[src/rtl/pte_gen_pkg.sv]
package pte_gen_pkg;

    localparam int PHYS_W  = 64;
    localparam int LVL_LSB = 7;
    localparam logic [1:0] PDE_FLAGS = 2'b11;

    typedef enum logic [2:0] {
        ST_IDLE,
        ST_LOOKUP,
        ST_WAIT_SLOT,
        ST_SLOT_WR,
        ST_EMIT,
        ST_FINISH
    } gen_state_t;

endpackage

[src/rtl/pte_lvl_pick.sv]
// Chooses the contiguity level of the next block from the low page bits
// and the remaining page count.
module pte_lvl_pick #(
    parameter int MAX_LVL = 7,
    parameter int CNT_W   = 20,
    parameter int LVL_W   = 3
) (
    input  logic [MAX_LVL-1:0] page_lo,
    input  logic [CNT_W-1:0]   remaining,
    output logic [LVL_W-1:0]   lvl
);

    logic [MAX_LVL:0] grow_ok;

    assign grow_ok[0] = 1'b1;

    generate
        for (genvar j = 0; j < MAX_LVL; j++) begin : g_step
            assign grow_ok[j+1] = grow_ok[j]
                               && ((remaining >> (j + 1)) != '0)
                               && !page_lo[j];
        end
    endgenerate

    always_comb begin
        lvl = '0;
        for (int k = 1; k <= MAX_LVL; k++) begin
            if (grow_ok[k]) lvl = LVL_W'(k);
        end
    end

endmodule

[src/rtl/pte_word_fmt.sv]
// Forms the entry word (level stamped in) and the directory word.
module pte_word_fmt #(
    parameter int LVL_W = 3
) (
    input  logic [pte_gen_pkg::PHYS_W-1:0] phys,
    input  logic [LVL_W-1:0]               lvl,
    input  logic [pte_gen_pkg::PHYS_W-1:0] tbl_base,
    output logic [pte_gen_pkg::PHYS_W-1:0] pte,
    output logic [pte_gen_pkg::PHYS_W-1:0] pde
);
    import pte_gen_pkg::*;

    assign pte = phys | (PHYS_W'(lvl) << LVL_LSB);
    assign pde = tbl_base | PHYS_W'(PDE_FLAGS);

endmodule

[src/rtl/pte_range_gen.sv]
module pte_range_gen #(
    parameter int VA_W        = 40,
    parameter int PAGE_SHIFT  = 12,
    parameter int TBL_ENTRIES = 512,
    parameter int MAX_LVL     = 7,
    parameter int CNT_W       = 20,
    localparam int PG_W   = VA_W - PAGE_SHIFT,
    localparam int TBL_W  = $clog2(TBL_ENTRIES),
    localparam int DIR_W  = PG_W - TBL_W,
    localparam int LVL_W  = $clog2(MAX_LVL + 1)
) (
    input  logic                  clk,
    input  logic                  rst_n,
    input  logic                  start,
    input  logic [VA_W-1:PAGE_SHIFT] virt_off,
    input  logic [63:0]           phys_word,
    input  logic [CNT_W-1:0]      page_count,
    input  logic                  dir_present,
    input  logic                  dir_fill_ack,
    input  logic [63:0]           dir_fill_base,
    output logic [DIR_W-1:0]      look_dir,
    output logic                  busy,
    output logic                  done,
    output logic                  dir_fill_req,
    output logic                  wr_valid,
    output logic [DIR_W-1:0]      wr_dir,
    output logic [TBL_W-1:0]      wr_tbl,
    output logic [63:0]           wr_data,
    output logic [LVL_W-1:0]      wr_level,
    output logic                  pde_valid,
    output logic [DIR_W-1:0]      pde_dir,
    output logic [63:0]           pde_data
);
    import pte_gen_pkg::*;

    localparam int CW = MAX_LVL + 1;

    gen_state_t state_q, state_d;

    logic [PG_W-1:0]    page_q;
    logic [PHYS_W-1:0]  phys_q;
    logic [CNT_W-1:0]   rem_q;
    logic [LVL_W-1:0]   lvl_q;
    logic [MAX_LVL-1:0] cnt_q;
    logic [PHYS_W-1:0]  base_q;

    logic [LVL_W-1:0]   lvl_next;
    logic [CNT_W-1:0]   blk_len;
    logic [CW-1:0]      blk_span;
    logic [MAX_LVL-1:0] blk_last;
    logic [PHYS_W-1:0]  phys_step;
    logic               last_entry;
    logic [PHYS_W-1:0]  pte_word;
    logic [PHYS_W-1:0]  pde_word;

    // level of the block that starts at the current page
    pte_lvl_pick #(
        .MAX_LVL (MAX_LVL),
        .CNT_W   (CNT_W),
        .LVL_W   (LVL_W)
    ) u_lvl (
        .page_lo   (page_q[MAX_LVL-1:0]),
        .remaining (rem_q),
        .lvl       (lvl_next)
    );

    pte_word_fmt #(
        .LVL_W (LVL_W)
    ) u_fmt (
        .phys     (phys_q),
        .lvl      (lvl_q),
        .tbl_base (base_q),
        .pte      (pte_word),
        .pde      (pde_word)
    );

    assign blk_len    = CNT_W'(1) << lvl_q;
    assign blk_span   = (CW'(1) << lvl_q) - CW'(1);
    assign blk_last   = blk_span[MAX_LVL-1:0];
    assign phys_step  = PHYS_W'(1) << (PAGE_SHIFT + int'(lvl_q));
    assign last_entry = (cnt_q == blk_last);

    // state register
    always_ff @(posedge clk or negedge rst_n) begin
        if (!rst_n) state_q <= ST_IDLE;
        else        state_q <= state_d;
    end

    // transitions
    always_comb begin
        state_d = state_q;
        unique case (state_q)
            ST_IDLE: begin
                if (start) state_d = (page_count == '0) ? ST_FINISH : ST_LOOKUP;
            end
            ST_LOOKUP: begin
                state_d = dir_present ? ST_EMIT : ST_WAIT_SLOT;
            end
            ST_WAIT_SLOT: begin
                if (dir_fill_ack) state_d = ST_SLOT_WR;
            end
            ST_SLOT_WR: begin
                state_d = ST_EMIT;
            end
            ST_EMIT: begin
                if (last_entry) state_d = (rem_q == blk_len) ? ST_FINISH : ST_LOOKUP;
            end
            ST_FINISH: begin
                state_d = ST_IDLE;
            end
            default: state_d = ST_IDLE;
        endcase
    end

    // request datapath
    always_ff @(posedge clk or negedge rst_n) begin
        if (!rst_n) begin
            page_q <= '0;
            phys_q <= '0;
            rem_q  <= '0;
            lvl_q  <= '0;
            cnt_q  <= '0;
            base_q <= '0;
        end else begin
            unique case (state_q)
                ST_IDLE: begin
                    if (start) begin
                        page_q <= virt_off;
                        phys_q <= phys_word;
                        rem_q  <= page_count;
                    end
                end
                ST_LOOKUP: begin
                    lvl_q <= lvl_next;
                    cnt_q <= '0;
                end
                ST_WAIT_SLOT: begin
                    if (dir_fill_ack) base_q <= dir_fill_base;
                end
                ST_EMIT: begin
                    cnt_q <= cnt_q + MAX_LVL'(1);
                    if (last_entry) begin
                        page_q <= page_q + PG_W'(blk_len);
                        phys_q <= phys_q + phys_step;
                        rem_q  <= rem_q - blk_len;
                    end
                end
                default: ;
            endcase
        end
    end

    // outputs
    always_comb begin
        look_dir     = page_q[PG_W-1:TBL_W];
        busy         = (state_q != ST_IDLE);
        done         = (state_q == ST_FINISH);
        dir_fill_req = (state_q == ST_WAIT_SLOT);
        wr_valid     = (state_q == ST_EMIT);
        wr_dir       = page_q[PG_W-1:TBL_W];
        wr_tbl       = page_q[TBL_W-1:0] | TBL_W'(cnt_q);
        wr_data      = pte_word;
        wr_level     = lvl_q;
        pde_valid    = (state_q == ST_SLOT_WR);
        pde_dir      = page_q[PG_W-1:TBL_W];
        pde_data     = pde_word;
    end

endmodule

[config.mk]
export PLATFORM = sky130hd
export DESIGN_NAME = pte_range_gen
export DESIGN_NICKNAME = d
export VERILOG_FILES = /design/src/rtl/pte_gen_pkg.sv /design/src/rtl/pte_lvl_pick.sv /design/src/rtl/pte_word_fmt.sv /design/src/rtl/pte_range_gen.sv
export SDC_FILE = /design/constraint.sdc
export NUM_CORES = 1
export LEC_CHECK = 0
export ABC_AREA = 1
export BUFFER_PORTS_ARGS = -buffer_cell sky130_fd_sc_hd__buf_2
export CAP_MARGIN = 20
export CORE_ASPECT_RATIO = 0.5
export CORE_UTILIZATION = 60
export CTS_BUF_LIST = sky130_fd_sc_hd__clkbuf_2
export DETAILED_ROUTE_END_ITERATION = 8
export PLACE_DENSITY_LB_ADDON = 0.15
export SKIP_LAST_GASP = 1
export SLEW_MARGIN = 5
export SYNTH_ARGS = -nofsm -noshare
export SYNTH_HDL_FRONTEND = slang
export SYNTH_HIERARCHICAL = 1
export SYNTH_SLANG_ARGS = --single-unit
[constraint.sdc]
create_clock -name clk -period 4.5 [get_ports clk]
set_input_delay 0.225 -clock clk [delete_from_list [all_inputs] [get_ports clk]]
set_output_delay 0.225 -clock clk [all_outputs]
set_load 0.01 [all_outputs]
==> run_results.csv, run 1 <==
group,metric,value,unit
worst_setup_path,critPathTopFamily,"simple AND/OR/NAND/NOR gates",
global_routing,grt_overflow,0,
min_path,hold_end,"page_q[9]",
power,p_leak,10.5,nW
worst_setup_path,critPathLaunchType,"register",
timing,hold_violations,0,
route,drc,0,
worst_setup_path,max_stage_delay,0.56,ns
place,place_area,0.0171,sq mm
route,vias,17263,
timing,worst_pin_slew,1.01,ns
worst_setup_path,crit_type,"register to register",
min_path,min_from,"start",
place,dp_slack,1.33,ns
route,avgRoutedWirePerCell,16.8,um
clock_tree,postCtsHoldBufs,181,
clock_tree,post_cts_buffers,0,
global_routing,grt_pass1_vias,16272,
synth,synth_warnings,6,
place,io_buffer_count,378,
route,wirelength,54500,um
die,core_area,0.0265,sq mm
clock_tree,cts_sinks,187,
finish,antennaDiodeCount,0,
timing,maxSlewViolCount,0,
route,via_per_inst,5.32,
clock_tree,insertion_delay,0.91,ns
timing,fin_crit_sh,73.1,%
place,hpwl,37900,um
power,ir_drop,0.292,mV
finish,nets,3116,
place,dp.cells,3033,
run_status,outcome,"finished clean",
finish,synthToLayoutAreaGrowth,18.5,%
clock_tree,cts-buffers-inserted,17,
worst_setup_path,reg2reg_setup_slack,1.21,ns
worst_setup_path,worstPathRequired,5.32,ns
min_path,min_path_cells,6,
clock_tree,cts_resized,0,
timing,worst_clock_skew,0.0485,ns
worst_setup_path,crit_buf_inv,3,
worst_setup_path,crit_path_frequent_cell,"nand2_1",
synth,syn_inst,2505,
finish,instances_no_fill,3247,
timing,finalSetupViolCount,0,
die,initial_core_util,61.2,%
timing,fin_crit,3.29,ns
global_routing,grtUsageTotal,39.4,%
synth,synthesis.area,0.0162,sq mm
worst_setup_path,arrival,4.11,ns
finish,drive_above_1_share,18.4,%
die,die_area,0.0277,sq mm
clock_tree,clk_pin_slew,0.34,ns
clock_tree,cts_buffer_depth,2,
power,powerDensity,606,mW/mm^2
timing,final.setup.worst_slack,1.21,ns
global_routing,antenna_found_initial,0,
worst_setup_path,rr_worst_depth,16,
die,fp-row-count,42,
timing,finalHoldWorstSlack,0.0282,ns
route,antenna_left,0,
worst_setup_path,worstSetupPathDepth,16,
global_routing,grt_pass1_wl,85300,um
finish,utilization,72.5,%
timing,fmax,304,MHz
worst_setup_path,crit_chain,"nor2_1 -> nand2_1 -> inv_1 -> ha_1 -> inv_1 -> fa_1 -> inv_1 -> nand3_1 -> nand2_1 -> nand2_1 -> nand2_1 -> nand2_1 -> nor2_1 -> nand3_1 -> a21oi_1 -> o21ai_1",
place,gp_congestion,0.991,
worst_setup_path,reg2reg_to,"page_q[14]",
finish,final_area,0.0192,sq mm
timing,slew_headroom,32.7,%
power,total_power,11.6,mW
die,dieWidth,234,um
timing,tns,0,ns
worst_setup_path,cp_slowest_cell,"dfrtp_1",
die,pin_count,383,
route,dr.pass1.iters,7,
worst_setup_path,r2r_start,"wr_level[1]",
clock_tree,cts.root.buffer_cell,"clkbuf_2",
clock_tree,tritoncts,"done",
worst_setup_path,crit_fanout,8,
worst_setup_path,cp-end-kind,"register",
timing,rsz0062_at_grt,"no",
clock_tree,cts.htree.levels,4,
synth,syn_avg_cell_area,6.47,sq um
global_routing,grt_max_degree,117,
die,die_h,118,um
min_path,min_path_type,"input pin to register",
route,dr.first_iter.drc_count,1504,
job,drv_cap,0,
## tightest hold or removal path: stages
cell and delay (ns):
buf_2 0.11, nand3_1 0.12, nand2_4 0.08, buf_12 0.22, nand2_1 0.13, nand2_1 0.04
## layer usage
layer | vias up | GRT usage [%] | wire, um
li1 | 8384 | - | -
met2 | 732 | 66.4 | 25900
met3 | 164 | 7.02 | 3570
met5 | - | 0 | 0
met4 | 0 | 19.5 | 2800
met1 | 7983 | 48.6 | 22200
## worst max-delay path by stage
| stage | start | end | slack [ns] |
|---|---|---|---|
| 2_1_floorplan | wr_level[0] | page_q[14] | 1.76 |
| 4_1_cts | wr_level[0] | phys_q[57] | 1.28 |
| 3_5_place_dp | wr_level[1] | page_q[14] | 1.33 |
| 6_report | wr_level[1] | page_q[14] | 1.21 |
| 3_3_place_gp | wr_level[1] | page_q[14] | 1.38 |
| 5_1_grt | wr_level[0] | phys_q[61] | 0.97 |
## area by class of cell
class / instances / area [sq um]
timing repair buffer: 573 / 3870
multi-input combinational: 1769 / 8720
inverter: 334 / 1250
clock buffer: 17 / 85.1
sequential: 187 / 4680
tap: 352 / 440
clock inverter: 15 / 154
fill: 2217 / 7290
## registers in the layout, indices dropped and copies added (netlist names)
register and flops:
cnt_q 7, state_q 3, page_q 28, rem_q 20, wr_level 3, phys_q 64
base_q 62
## placed cells by master (no fill, tap or decap), types with 27 or more instances in the layout
cell type / count
nor3_1: 28
o21ai_0: 76
nand2_1: 823
mux2_2: 62
nand3_1: 171
inv_1: 329
conb_1: 27
nand4_1: 32
dlygate4sd3_1: 181
nor2_1: 254
buf_2: 377
ha_1: 50
a21oi_1: 69
dfrtp_1: 187
## where the power goes
group | switching (mW) | total [mW] | internal [mW]
sequential | 1.06 | 3.54 | 2.48
clock | 0.740 | 0.923 | 0.184
combinational | 4.48 | 7.18 | 2.69
Note: power is estimated with default switching activity, not from simulation.
==> inputs of run 2 (changes only) <==
- CORE_UTILIZATION: 60 -> 51
- clock period: 4.5 -> 2.8 ns (I/O delays scaled with it)
==> run 2 against run 1 <==
Maximum frequency up 20%. Worst setup slack worse by 1.2 ns. Final cell count increased by 8.4%. Hold slack lost 0.0076 ns. Critical endpoint is now page_q[13]. Largest cell class unchanged.
==> run_results.csv, run 2 (synthesis gave the netlist of run 1 again) <==
group,metric,value,unit
run_status,outcome,"finished clean",
timing,final.setup.worst_slack,0.0509,ns
die,die_area,0.0325,sq mm
global_routing,grt_pass1_wl,92000,um
power,power_switching,10.9,mW
power,powerDensity,963,mW/mm^2
place,hpwl,38600,um
worst_setup_path,crit_type,"register to register",
die,fp-row-count,45,
place,place_area,0.0175,sq mm
timing,rsz0062_at_grt,"yes",
global_routing,grt_overflow,0,
finish,final_common_cell,"nand2_1",
timing,tns,0,ns
power,ir_drop,0.420,mV
global_routing,grt_pass1_vias,17212,
min_path,min_path_type,"input pin to register",
route,avgRoutedWirePerCell,17.5,um
timing,maxSlewViolCount,0,
route,vias,18208,
finish,multi_input_area,0.00890,sq mm
min_path,min_from,"phys_word[17]",
clock_tree,cts-buffers-inserted,17,
finish,largest_reg_flops,64,
worst_setup_path,crit_fanout,7,
finish,drive_above_1_share,20.4,%
timing,worst_clock_skew,0.0468,ns
worst_setup_path,cp-end-kind,"register",
place,io_buffer_count,378,
worst_setup_path,critPathLaunchType,"register",
die,dieWidth,254,um
global_routing,grt_max_degree,105,
power,power_frac_seq,27.8,%
timing,finalSetupViolCount,0,
worst_setup_path,reg2reg_setup_slack,0.05,ns
route,wirelength,61400,um
job,drv_cap,0,
finish,reg_top3,"phys_q x64, base_q x62, page_q x28",
global_routing,antenna_found_initial,5,
clock_tree,cts.root.buffer_cell,"clkbuf_2",
timing,finalHoldWorstSlack,0.0206,ns
die,pin_count,383,
worst_setup_path,r2r_start,"wr_level[1]",
clock_tree,clk_pin_slew,0.35,ns
route,met3_length,4220,um
global_routing,grtUsageTotal,36.4,%
worst_setup_path,arrival,3.61,ns
finish,regArea,0.00468,sq mm
power,intPower,9.87,mW
die,die_h,128,um
timing,slew_headroom,46.4,%
die,initial_core_util,52.6,%
timing,fin_crit,2.75,ns
finish,utilization,69.9,%
route,dr.first_iter.drc_count,1649,
finish,fill_cells,2594,
place,dp_slack,0.00433,ns
worst_setup_path,worstPathRequired,3.66,ns
finish,final_area,0.0215,sq mm
timing,fin_crit_sh,98.2,%
clock_tree,cts_sinks,187,
timing,hold_violations,0,
route,top_layer,"met5",
route,via_per_inst,5.17,
route,antenna_left,0,
worst_setup_path,crit_path_start,"wr_level[1]",
timing,fmax,364,MHz
clock_tree,insertion_delay,0.95,ns
place,gp_congestion,0.961,
timing,worst_pin_slew,0.796,ns
power,p_leak,11.5,nW
clock_tree,cts.htree.levels,4,
clock_tree,tritoncts,"done",
route,drc,0,
finish,nets,3312,
route,dr.pass1.iters,8,
finish,synthToLayoutAreaGrowth,32.9,%
power,combPwrFrac,64.8,%
finish,final_cell_mix,"nand2_1, buf_2, dlygate4sd3_1",
power,clock_power_share,7.5,%
power,swShare,52.4,%
route,met1_length,25700,um
die,core_area,0.0308,sq mm
route,routed-wl-met2,28200,um
clock_tree,cts_buffer_depth,2,
finish,top_register,"phys_q",
[run 2: critical path: stages, from the launching register on]
cell     delay, ns
dfrtp_2       0.56
buf_4         0.16
nand2_2       0.08
nor2_4        0.20
ha_1          0.29
a21oi_1       0.16
nand2_1       0.15
nand3_1       0.11
nand2_1       0.12
nand2_1       0.09
nand2_1       0.12
or2_2         0.32
a21oi_1       0.18
o21ai_1       0.11
[run 2: cell type report]
class,count,area share (%)
Timing Repair Buffer,769,27.4
Antenna cell,5,0.0581
Clock inverter,15,0.773
Multi-Input combinational cell,1769,41.3
Clock buffer,17,0.395
Sequential cell,187,21.7
Tap cell,423,2.46
Inverter,334,5.86
[run 2: path summary, 6_finish.rpt]
path / to / depth (start not counted)
max: page_q[13] / 13
min: phys_q[17] / 6
max reg2reg: page_q[13] / 13
min reg2reg: cnt_q[6] / 1
max in group asynchronous: base_q[21] / 4
min in group asynchronous: page_q[3] / 4
[run 2: repair_timing]
action / CTS / global route
gates cloned: 2 / 7
setup buffers: 1 / 7
gates resized for setup: 4 / 57
endpoints found under the hold margin: 364 / 0
setup endpoints to repair: 34 / 107
hold buffers: 330 / 0
pin swaps: 1 / 6
[run 2: power by group through the flow]
stage / logic (mW) / clock network [mW] / registers, mW
floorplan: 9.29 / 0 / 5.10
global placement: 10.8 / 0 / 5.60
detailed placement: 11.0 / 0 / 5.64
CTS: 12.1 / 1.55 / 5.58
global route: 14.7 / 1.66 / 5.91
finish: 13.4 / 1.55 / 5.76
[run 2: metal layers]
| layer | vias up | track usage, % |
|---|---|---|
| li1 | 8810 | - |
| met1 | 8399 | 45.0 |
| met2 | 798 | 61.3 |
| met3 | 199 | 6.80 |
| met4 | 2 | 18.2 |
| met5 | - | 0 |
[run 2: metrics by stage]
stage          power [mW]  std cells
4_1_cts              19.3       3500
6_report             20.7       3519
3_3_place_gp         16.4       3135
5_1_grt              22.3       3519
2_1_floorplan        14.4       2530
3_5_place_dp         16.6       3135
==> inputs of run 3 (changes only) <==
- ABC_AREA: 1 -> default
- CORE_UTILIZATION: 51 -> 50
==> run 3 against run 2 <==
The flow now finishes with violations (setup timing). Total power rose by 13%. Hold slack improved by 0.029 ns. Synthesized cell count fell by 38%. Sequential share of layout area fell by 0.46 points. Global-route usage rose by 2.4 points. Clock skew rose by 0.033 ns. Worst setup slack got worse by 0.55 ns. Sequential cell count did not move.
==> run_results.csv, run 3 <==
group,metric,value,unit
finish,nets,2521,
die,dieWidth,235,um
power,power_frac_seq,24.9,%
worst_setup_path,r2r_start,"wr_level[1]",
timing,maxSlewViolCount,0,
power,powerDensity,1070,mW/mm^2
power,clock_power_share,7.1,%
global_routing,antenna_found_initial,8,
clock_tree,insertion_delay,0.98,ns
worst_setup_path,critPathLaunchType,"register",
worst_setup_path,worstPathRequired,3.69,ns
finish,regArea,0.00468,sq mm
power,power_switching,11.4,mW
timing,fin_crit_sh,118,%
worst_setup_path,crit_chain,"buf_6 -> or3_4 -> inv_4 -> ha_4 -> inv_2 -> fa_2 -> nor2b_4 -> o21ai_2 -> a21boi_2 -> o21ai_4 -> a211oi_2 -> buf_6 -> nand4_1 -> a21oi_2 -> a2bb2oi_2",
place,place_area,0.0158,sq mm
timing,worst_clock_skew,0.0794,ns
worst_setup_path,cp_slowest_cell,"dfrtp_2",
worst_setup_path,reg2reg_setup_slack,-0.50,ns
route,drc,0,
route,wirelength,58300,um
die,fp-row-count,42,
finish,multi_input_area,0.00870,sq mm
power,swShare,48.5,%
route,dr.first_iter.drc_count,1548,
timing,finalSetupViolCount,118,
die,die_h,119,um
clock_tree,tritoncts,"done",
clock_tree,cts.htree.levels,4,
worst_setup_path,arrival,4.20,ns
synth,synthesis.area,0.0136,sq mm
finish,largest_reg_flops,64,
timing,final.setup.worst_slack,-0.503,ns
finish,top_register,"phys_q",
finish,final_common_cell,"buf_2",
synth,synth_warnings,6,
place,gp_congestion,0.949,
worst_setup_path,reg2reg_to,"page_q[24]",
timing,hold_violations,0,
power,combPwrFrac,68.1,%
run_status,outcome,"finished, violations left",
finish,final_cell_mix,"buf_2, dlygate4sd3_1, dfrtp_1",
timing,fin_crit,3.30,ns
finish,utilization,82.9,%
min_path,min_from,"page_count[3]",
run_status,failed_checks,"setup timing",
finish,instances_no_fill,2662,
route,avgRoutedWirePerCell,21.9,um
die,initial_core_util,51.2,%
min_path,min_path_cells,4,
finish,fill_cells,1496,
min_path,hold_end,"rem_q[3]",
worst_setup_path,max_stage_delay,0.51,ns
clock_tree,cts-buffers-inserted,17,
finish,final_area,0.0220,sq mm
synth,syn_inst,1565,
timing,tns,-29.10,ns
global_routing,grt_max_degree,147,
die,pin_count,383,
global_routing,grt_pass1_vias,15427,
synth,syn_avg_cell_area,8.68,sq um
power,ir_drop,0.531,mV
clock_tree,clk_pin_slew,0.33,ns
timing,finalHoldWorstSlack,0.0495,ns
worst_setup_path,crit_type,"register to register",
timing,slew_headroom,43.6,%
min_path,min_path_type,"input pin to register",
timing,rsz0062_at_grt,"yes",
finish,drive_above_1_share,43.1,%
die,die_area,0.0279,sq mm
power,intPower,12.1,mW
finish,reg_top3,"phys_q x64, base_q x62, page_q x28",
power,p_leak,9.81,nW
timing,worst_pin_slew,0.846,ns
place,io_buffer_count,378,
die,core_area,0.0265,sq mm
route,antenna_left,0,
place,dp.cells,2205,
clock_tree,cts.root.buffer_cell,"clkbuf_2",
timing,fmax,303,MHz
finish,synthToLayoutAreaGrowth,62.1,%
global_routing,grt_pass1_wl,84700,um
job,drv_cap,0,
worst_setup_path,rr_worst_depth,15,
route,dr.pass1.iters,7,
global_routing,grtUsageTotal,38.8,%
route,vias,15837,
global_routing,grt_overflow,0,
clock_tree,cts_sinks,187,
worst_setup_path,cp-end-kind,"register",
clock_tree,cts_buffer_depth,2,
worst_setup_path,crit_fanout,6,
worst_setup_path,crit_path_frequent_cell,"buf_6",
place,hpwl,31500,um
route,via_per_inst,5.95,
==> run 3: worst max path at each step <==
stage | from | endpoint | slack, ns | cells after the start
after CTS | wr_level[1] | page_q[24] | -0.28 | 15
after detailed placement | wr_level[0] | phys_q[59] | -0.33 | 13
after global routing | wr_level[1] | page_q[24] | -0.55 | 15
final | wr_level[1] | page_q[24] | -0.50 | 15
after global placement | wr_level[2] | page_q[18] | -0.27 | 15
after floorplan | wr_level[2] | page_q[24] | -0.24 | 15
==> run 3: power groups by stage <==
stage               clock, mW  sequential [mW]  combinational (mW)
finish                   1.66             5.83                16.0
detailed placement          0             5.53                11.0
global route             1.77             5.97                16.9
CTS                      1.64             5.46                13.4
global placement            0             5.45                10.8
floorplan                   0             5.15                8.61
==> run 3: layout make-up <==
class,instances,area share (%)
Clock buffer,17,0.387
Sequential cell,187,21.3
Multi-Input combinational cell,1108,39.5
Tap cell,352,2.00
Inverter,37,0.659
Timing Repair Buffer,936,35.2
Antenna cell,10,0.114
Clock inverter,15,0.887
==> run 3: metrics by stage <==
step	power, mW	setup slack [ns]
floorplan	13.8	-0.240
global placement	16.3	-0.267
detailed placement	16.6	-0.333
CTS	20.5	-0.283
global route	24.6	-0.552
finish	23.5	-0.503
==> run 3: worst max-delay path: cells and delay by family, from the launching register on <==
kind / cells / cell delay, ns
fa+ha+maj: 2 / 0.51
buf+inv: 4 / 0.46
compound gates: 6 / 1.10
simple gates: 3 / 0.67
flops: 1 / 0.51
==> run 3: routing by layer <==
| metal | GRT usage [%] | wire, um |
|---|---|---|
| met4 | 21.0 | 3080 |
| met5 | 0 | 0 |
| met1 | 48.6 | 22200 |
| met3 | 8.85 | 5690 |
| met2 | 62.7 | 27300 |
==> run 3: what timing repair did <==
action,in CTS,in global routing
buffers inserted,36,31
hold endpoints to repair,364,0
hold buffers,336,0
setup endpoints to repair,110,122
pin swaps,50,112
gates cloned,16,6
gates resized for setup,137,283
